==> config.mk <==
export PLATFORM = sky130hd
export DESIGN_NAME = fts_burst_sram
export DESIGN_NICKNAME = d
export VERILOG_FILES = /design/src/rtl/fts_burst_pkg.sv /design/src/rtl/fts_cycle_decode.sv /design/src/rtl/fts_burst_counter.sv /design/src/rtl/fts_lane_array.sv /design/src/rtl/fts_burst_sram.sv
export SDC_FILE = /design/constraint.sdc
export NUM_CORES = 2
export LEC_CHECK = 0
export ABC_AREA = 0
export BUFFER_PORTS_ARGS = -buffer_cell sky130_fd_sc_hd__buf_2
export CAP_MARGIN = 20
export CORE_ASPECT_RATIO = 1.25
export CORE_MARGIN = 2
export CORE_UTILIZATION = 40
export CTS_BUF_LIST = sky130_fd_sc_hd__clkbuf_8
export DETAILED_ROUTE_END_ITERATION = 16
export PLACE_DENSITY = 0.63
export SLEW_MARGIN = 20
export SYNTH_ARGS = -nofsm -noshare
export SYNTH_HDL_FRONTEND = slang
export SYNTH_HIERARCHICAL = 1
export SYNTH_SLANG_ARGS = --single-unit
==> constraint.sdc <==
create_clock -name clk -period 3 [get_ports clk]
set_input_delay 0.15 -clock clk [delete_from_list [all_inputs] [get_ports clk]]
set_output_delay 0.15 -clock clk [all_outputs]
set_load 0.01 [all_outputs]
==> src/rtl/fts_burst_pkg.sv <==
package fts_burst_pkg;
   typedef enum logic [2:0] {
      OP_SLEEP = 3'd0,
      OP_DESEL = 3'd1,
      OP_START = 3'd2,
      OP_NEXT  = 3'd3,
      OP_HOLD  = 3'd4
   } burst_op_e;
endpackage

==> src/rtl/fts_cycle_decode.sv <==
module fts_cycle_decode
   import fts_burst_pkg::*;
#(
   parameter int LANES = 4
) (
   input  logic             snooze,
   input  logic             ce_n,
   input  logic             ce2_n,
   input  logic             ce2,
   input  logic             ads_proc_n,
   input  logic             ads_ctrl_n,
   input  logic             adv_n,
   input  logic [LANES-1:0] bw_n,
   input  logic             bwe_n,
   input  logic             gw_n,
   output burst_op_e        op,
   output logic             is_write,
   output logic [LANES-1:0] lane_en
);
   logic selected, start_p, start_c, want_wr;

   always_comb begin
      selected = !ce_n && !ce2_n && ce2;
      start_p  = !ads_proc_n && !ce_n;
      start_c  = !ads_ctrl_n && !start_p;

      if (!gw_n)       lane_en = '1;
      else if (!bwe_n) lane_en = ~bw_n;
      else             lane_en = '0;
      want_wr = |lane_en;

      is_write = 1'b0;
      if (snooze) begin
         op = OP_SLEEP;
      end else if ((start_p || start_c) && !selected) begin
         op = OP_DESEL;
      end else if (start_p) begin
         op = OP_START;
      end else if (start_c) begin
         op       = OP_START;
         is_write = want_wr;
      end else if (!adv_n) begin
         op       = OP_NEXT;
         is_write = want_wr;
      end else begin
         op       = OP_HOLD;
         is_write = want_wr;
      end
   end
endmodule

==> src/rtl/fts_burst_counter.sv <==
module fts_burst_counter
   import fts_burst_pkg::*;
#(
   parameter int ADDR_W  = 6,
   parameter int BURST_W = 2
) (
   input  logic              clk,
   input  logic              rst_n,
   input  burst_op_e         op,
   input  logic [ADDR_W-1:0] ext_addr,
   output logic [ADDR_W-1:0] tgt_addr,
   output logic              tgt_valid,
   output logic [ADDR_W-1:0] addr_q,
   output logic              live_q
);
   localparam int HI_W = ADDR_W - BURST_W;

   logic [BURST_W-1:0] low_next;
   logic [HI_W-1:0]    high_cur;

   always_comb begin
      low_next  = addr_q[BURST_W-1:0] + BURST_W'(1);
      high_cur  = addr_q[ADDR_W-1:BURST_W];
      tgt_addr  = addr_q;
      tgt_valid = 1'b0;
      unique case (op)
         OP_START: begin
            tgt_addr  = ext_addr;
            tgt_valid = 1'b1;
         end
         OP_NEXT: begin
            tgt_addr  = {high_cur, low_next};
            tgt_valid = live_q;
         end
         OP_HOLD:  tgt_valid = live_q;
         default:  tgt_valid = 1'b0;
      endcase
   end

   always_ff @(posedge clk or negedge rst_n) begin
      if (!rst_n) begin
         addr_q <= '0;
         live_q <= 1'b0;
      end else begin
         if (op == OP_DESEL) live_q <= 1'b0;
         if (op == OP_START) live_q <= 1'b1;
         if (tgt_valid)      addr_q <= tgt_addr;
      end
   end
endmodule

==> src/rtl/fts_lane_array.sv <==
module fts_lane_array #(
   parameter int ADDR_W = 6,
   parameter int LANES  = 4,
   parameter int LANE_W = 9
) (
   input  logic                    clk,
   input  logic                    we,
   input  logic [LANES-1:0]        lane_en,
   input  logic [ADDR_W-1:0]       waddr,
   input  logic [LANES*LANE_W-1:0] wdata,
   input  logic [ADDR_W-1:0]       raddr,
   output logic [LANES*LANE_W-1:0] rdata
);
   localparam int DEPTH = 1 << ADDR_W;

   for (genvar g = 0; g < LANES; g++) begin : g_lane
      logic [LANE_W-1:0] cells [DEPTH];

      always_ff @(posedge clk) begin
         if (we && lane_en[g]) cells[waddr] <= wdata[g*LANE_W +: LANE_W];
      end

      assign rdata[g*LANE_W +: LANE_W] = cells[raddr];
   end
endmodule

==> src/rtl/fts_burst_sram.sv <==
module fts_burst_sram
   import fts_burst_pkg::*;
#(
   parameter int ADDR_W  = 6,
   parameter int LANES   = 4,
   parameter int LANE_W  = 9,
   parameter int BURST_W = 2
) (
   input  logic                    clk,
   input  logic                    rst_n,
   input  logic                    ce_n,
   input  logic                    ce2_n,
   input  logic                    ce2,
   input  logic                    ads_proc_n,
   input  logic                    ads_ctrl_n,
   input  logic                    adv_n,
   input  logic [ADDR_W-1:0]       addr,
   input  logic [LANES-1:0]        bw_n,
   input  logic                    bwe_n,
   input  logic                    gw_n,
   input  logic                    snooze,
   input  logic                    oe_n,
   input  logic [LANES*LANE_W-1:0] dq_i,
   output logic [LANES*LANE_W-1:0] dq_o,
   output logic                    dq_oe
);
   if (BURST_W < 1 || BURST_W >= ADDR_W) begin : g_bad_burst
      $error("BURST_W must lie between 1 and ADDR_W-1");
   end
   if (LANES < 1 || LANE_W < 1) begin : g_bad_lane
      $error("LANES and LANE_W must be positive");
   end
   if (ADDR_W > 12) begin : g_bad_depth
      $error("ADDR_W too large for the internal array");
   end

   burst_op_e          op;
   logic               is_write;
   logic [LANES-1:0]   lane_en;
   logic [ADDR_W-1:0]  tgt_addr;
   logic               tgt_valid;
   logic [ADDR_W-1:0]  burst_addr;
   logic               burst_live;
   logic               read_live;

   fts_cycle_decode #(.LANES(LANES)) u_dec (
      .snooze(snooze), .ce_n(ce_n), .ce2_n(ce2_n), .ce2(ce2),
      .ads_proc_n(ads_proc_n), .ads_ctrl_n(ads_ctrl_n), .adv_n(adv_n),
      .bw_n(bw_n), .bwe_n(bwe_n), .gw_n(gw_n),
      .op(op), .is_write(is_write), .lane_en(lane_en)
   );

   fts_burst_counter #(.ADDR_W(ADDR_W), .BURST_W(BURST_W)) u_ctr (
      .clk(clk), .rst_n(rst_n), .op(op), .ext_addr(addr),
      .tgt_addr(tgt_addr), .tgt_valid(tgt_valid),
      .addr_q(burst_addr), .live_q(burst_live)
   );

   fts_lane_array #(.ADDR_W(ADDR_W), .LANES(LANES), .LANE_W(LANE_W)) u_arr (
      .clk(clk), .we(tgt_valid && is_write), .lane_en(lane_en),
      .waddr(tgt_addr), .wdata(dq_i), .raddr(burst_addr), .rdata(dq_o)
   );

   always_ff @(posedge clk or negedge rst_n) begin
      if (!rst_n)              read_live <= 1'b0;
      else if (op != OP_SLEEP) read_live <= tgt_valid && !is_write;
      else                     read_live <= 1'b0;
   end

   assign dq_oe = read_live && !oe_n && !snooze;
endmodule

==> results.md <==
* Hold Crit Start: bw_n[2]
* Critical path type: reg2out
* Critical path data required time at 2.85 ns
* Residual DRC at 0
* Final worst slack at -0.746 ns
* Hold endpoint: u_arr/g_lane[2].cells[50][6]
* Slew HR at 27.0%
* Min cycle time layout at 3.75 ns
* Failing checks: setup timing
* Vias in the first global route at 48200
* # H-tree levels at 5
* Critical path arrival at 3.60 ns
* DIE WIDTH at 426 um
* CP max stage delay at 0.52 ns
* Async S/R FF share, synth at 0.346%
* Power Dens Cells at 698 mW/mm^2
* Placed cell areas at 0.101 mm^2
* Clk buf depth at 4
* Clk sinks at 2312
* Core box area at 0.221 mm^2
* Top cells by count, synth: 2304 x edfxtp_1, 564 x mux4_2, 300 x nor2_1
* Post-synth EDFFs at 2304
* Vias at 48000
* Routed via count divided by cell count at 5.76
* Sequential fraction of the synthesis area at 78.0%
* Peak VDD IR at 355 uV
* CP Max Fanout at 12
* Initial antenna violation count at 20
* Hold path cells at 6
* Syn-to-layout area delta at 25.6%
* Register bit total from synthesis at 2312
* Post-route insts no fill at 8332
* Post-Syn Area at 0.0889 mm^2
* Final hold vios at 0
* Clk_skew at 0.0696 ns
* Fmax at 267 MHz
* Fin Hold WS at 0.112 ns
* Fillers at 17500
* GRT Total Usage at 23.0%
* Final setup fails at 870
* Final wirelength at 263000 um
* Power, Total at 78.0 mW
* Crit start category: flip-flop
* I/O Pins at 95
* Gr ovfl total at 0
* DP Wirelength at 170000 um
* Most used DFF post-synth: edfxtp_1
* R2R setup slack at -0.13 ns
* First-pass GRT wire length at 365000 um
* Pleak at 35.5 nW
* Layout Nets at 5208
* Post-route antenna net violation count at 0
* Pin count of the biggest net entering global routing at 65
* Routability Congestion at 0.901
* Port bufs at 94
* Slew of the pin with the lowest slew margin at 1.09 ns
* Worst R2R End: u_arr/g_lane[1].cells[52][7]
* Status: complete, but fails checks
* Yosys cell types at 50
* Critical path's slowest cell: mux4_2
* HP Class: in2reg
* Syn Area/Cell at 21.7 um^2
* Mapped Cells at 4094
* Starting Density at 40.2%
* Max-cap violation count at 0
* Worst path cell trace: buf_12, buf_8, buf_12, mux4_2, mux2i_2, buf_4, nand3_1, a32oi_2, nor2_2, buf_2
* Pre-CTS setup slack at -0.529 ns
* Post-route clock period utilization at 125%
* Worst skew pair latency at 0.97 ns
* Die height at 531 um
* Clock transition at path regs at 0.07 ns
* Layout cells sized above 1 at 43.0%
* DR pass1 iterations at 5
* Crit. End Element: output pin
* Max-slew violation count at 0
* Area share of the largest cell type after synthesis at 77.8%
* Syn Nets at 4152
* DP Cell Count at 7576
* Cell mode on critical path: buf_12
* Crit Reg-Reg Startpoint: u_ctr/addr_q[0]
* Cell area after layout at 0.112 mm^2
* Synth area leaders: edfxtp_1 78%, mux4_2 14%, nor2_1 1.3%, o22ai_1 1.1%, mux2i_1 0.96%
* RSZ-0062 raised after global routing: true
* R2r worst-path depth at 13
* Area leader, netlist: edfxtp_1
* CTS Buf Count at 338
* Row count at 193
* Routed len/inst at 31.6 um
* Root buffer cell: clkbuf_8
* Die area at 0.226 mm^2
* Ys Warns at 6
* CTS tree: yes
* Most frequent cell after synthesis: edfxtp_1
* Iter 0 DRT Violations at 5847
==> per-layer routing <==
layer	vias up	global-route usage (%)	share of wire [%]
li1	19400	-	-
met1	25600	29.7	37
met2	2465	37.8	49
met3	493	4.10	8.7
met4	8	11.2	5.3
met5	-	0	0.019
==> state kept, by name (all words and copies together), names as in the netlist <==
| name | count |
|---|---|
| u_arr/g_lane.cells | 2304 |
| read_live | 1 |
| u_ctr/addr_q | 6 |
| u_ctr/live_q | 1 |
==> cell usage in the layout (no fill, tap or decap), types with 65 or more instances in the layout <==
cell type,instances
clkinv_1,85
buf_12,248
nor2_2,142
nor2_1,122
mux2i_1,74
edfxtp_1,2304
buf_2,65
buf_4,436
buf_6,88
inv_1,101
mux4_2,564
clkbuf_8,338
nand2_1,95
==> final cells by class <==
type / count / area (um^2) / share of cell area (%)
diodes: 6 / 15.0 / 0.0134
clock buffers: 338 / 4650 / 4.16
clock inverters: 253 / 1340 / 1.20
inverters: 1 / 3.75 / 0.00336
multi-input cells: 1542 / 20900 / 18.7
flip-flops and latches: 2312 / 69400 / 62.1
well taps: 2925 / 3660 / 3.28
repair buffers: 955 / 11700 / 10.5
==> through the flow <==
step / TNS [ns] / utilization, %
final: -47.76 / 50.5
after global routing: -156.36 / 50.5
after CTS: -31.89 / 49.8
after detailed placement: -364.42 / 45.6
after global placement: -554.25 / 45.6
after floorplan: -22.31 / -
==> power by group <==
part	switching [mW]	internal [mW]	leakage, nW
sequential	0.0815	35.6	20.8
combinational	10.4	8.72	11.3
clock	11.9	11.3	3.44
==> logic make-up after synthesis <==
family | after synthesis | share of synthesized area (%)
AO/OA/AOI/OAI | 325 | 2.43
flip-flops | 2312 | 78.0
AND/OR/NAND/NOR | 535 | 2.59
multiplexers | 682 | 15.7
buffers and inverters | 240 | 1.26
==> worst max-delay path by stage <==
| stage | startpoint | endpoint | cells past startpoint |
|---|---|---|---|
| 6_report | u_ctr/addr_q[0] | dq_o[35] | 10 |
| 5_1_grt | u_ctr/addr_q[0] | dq_o[35] | 10 |
| 4_1_cts | u_ctr/addr_q[0] | dq_o[35] | 10 |
| 3_5_place_dp | u_ctr/addr_q[2] | dq_o[28] | 7 |
| 3_3_place_gp | ce_n | u_arr/g_lane[0].cells[58][6] | 13 |
| 2_1_floorplan | ce_n | u_arr/g_lane[0].cells[28][0] | 11 |
==> worst max-delay path, delay by kind of cell (launching register included) <==
kind                   cells  cell delay, ns
muxes                      2            0.74
and+or+nand+nor            2            0.21
AOI/OAI and AO/OA          1            0.27
DFF                        1            0.51
buffers and inverters      5            0.86
==> repair_timing <==
| action | CTS | global route |
|---|---|---|
| setup buffers | 43 | 47 |
| cloned | 23 | 9 |
| hold buffers | 51 | 2 |
| setup endpoints to repair | 202 | 1334 |
| pin swaps | 34 | 58 |
| gates resized for setup | 313 | 238 |
| endpoints found under the hold margin | 1352 | 128 |
Note: power is estimated with default switching activity, not from simulation.
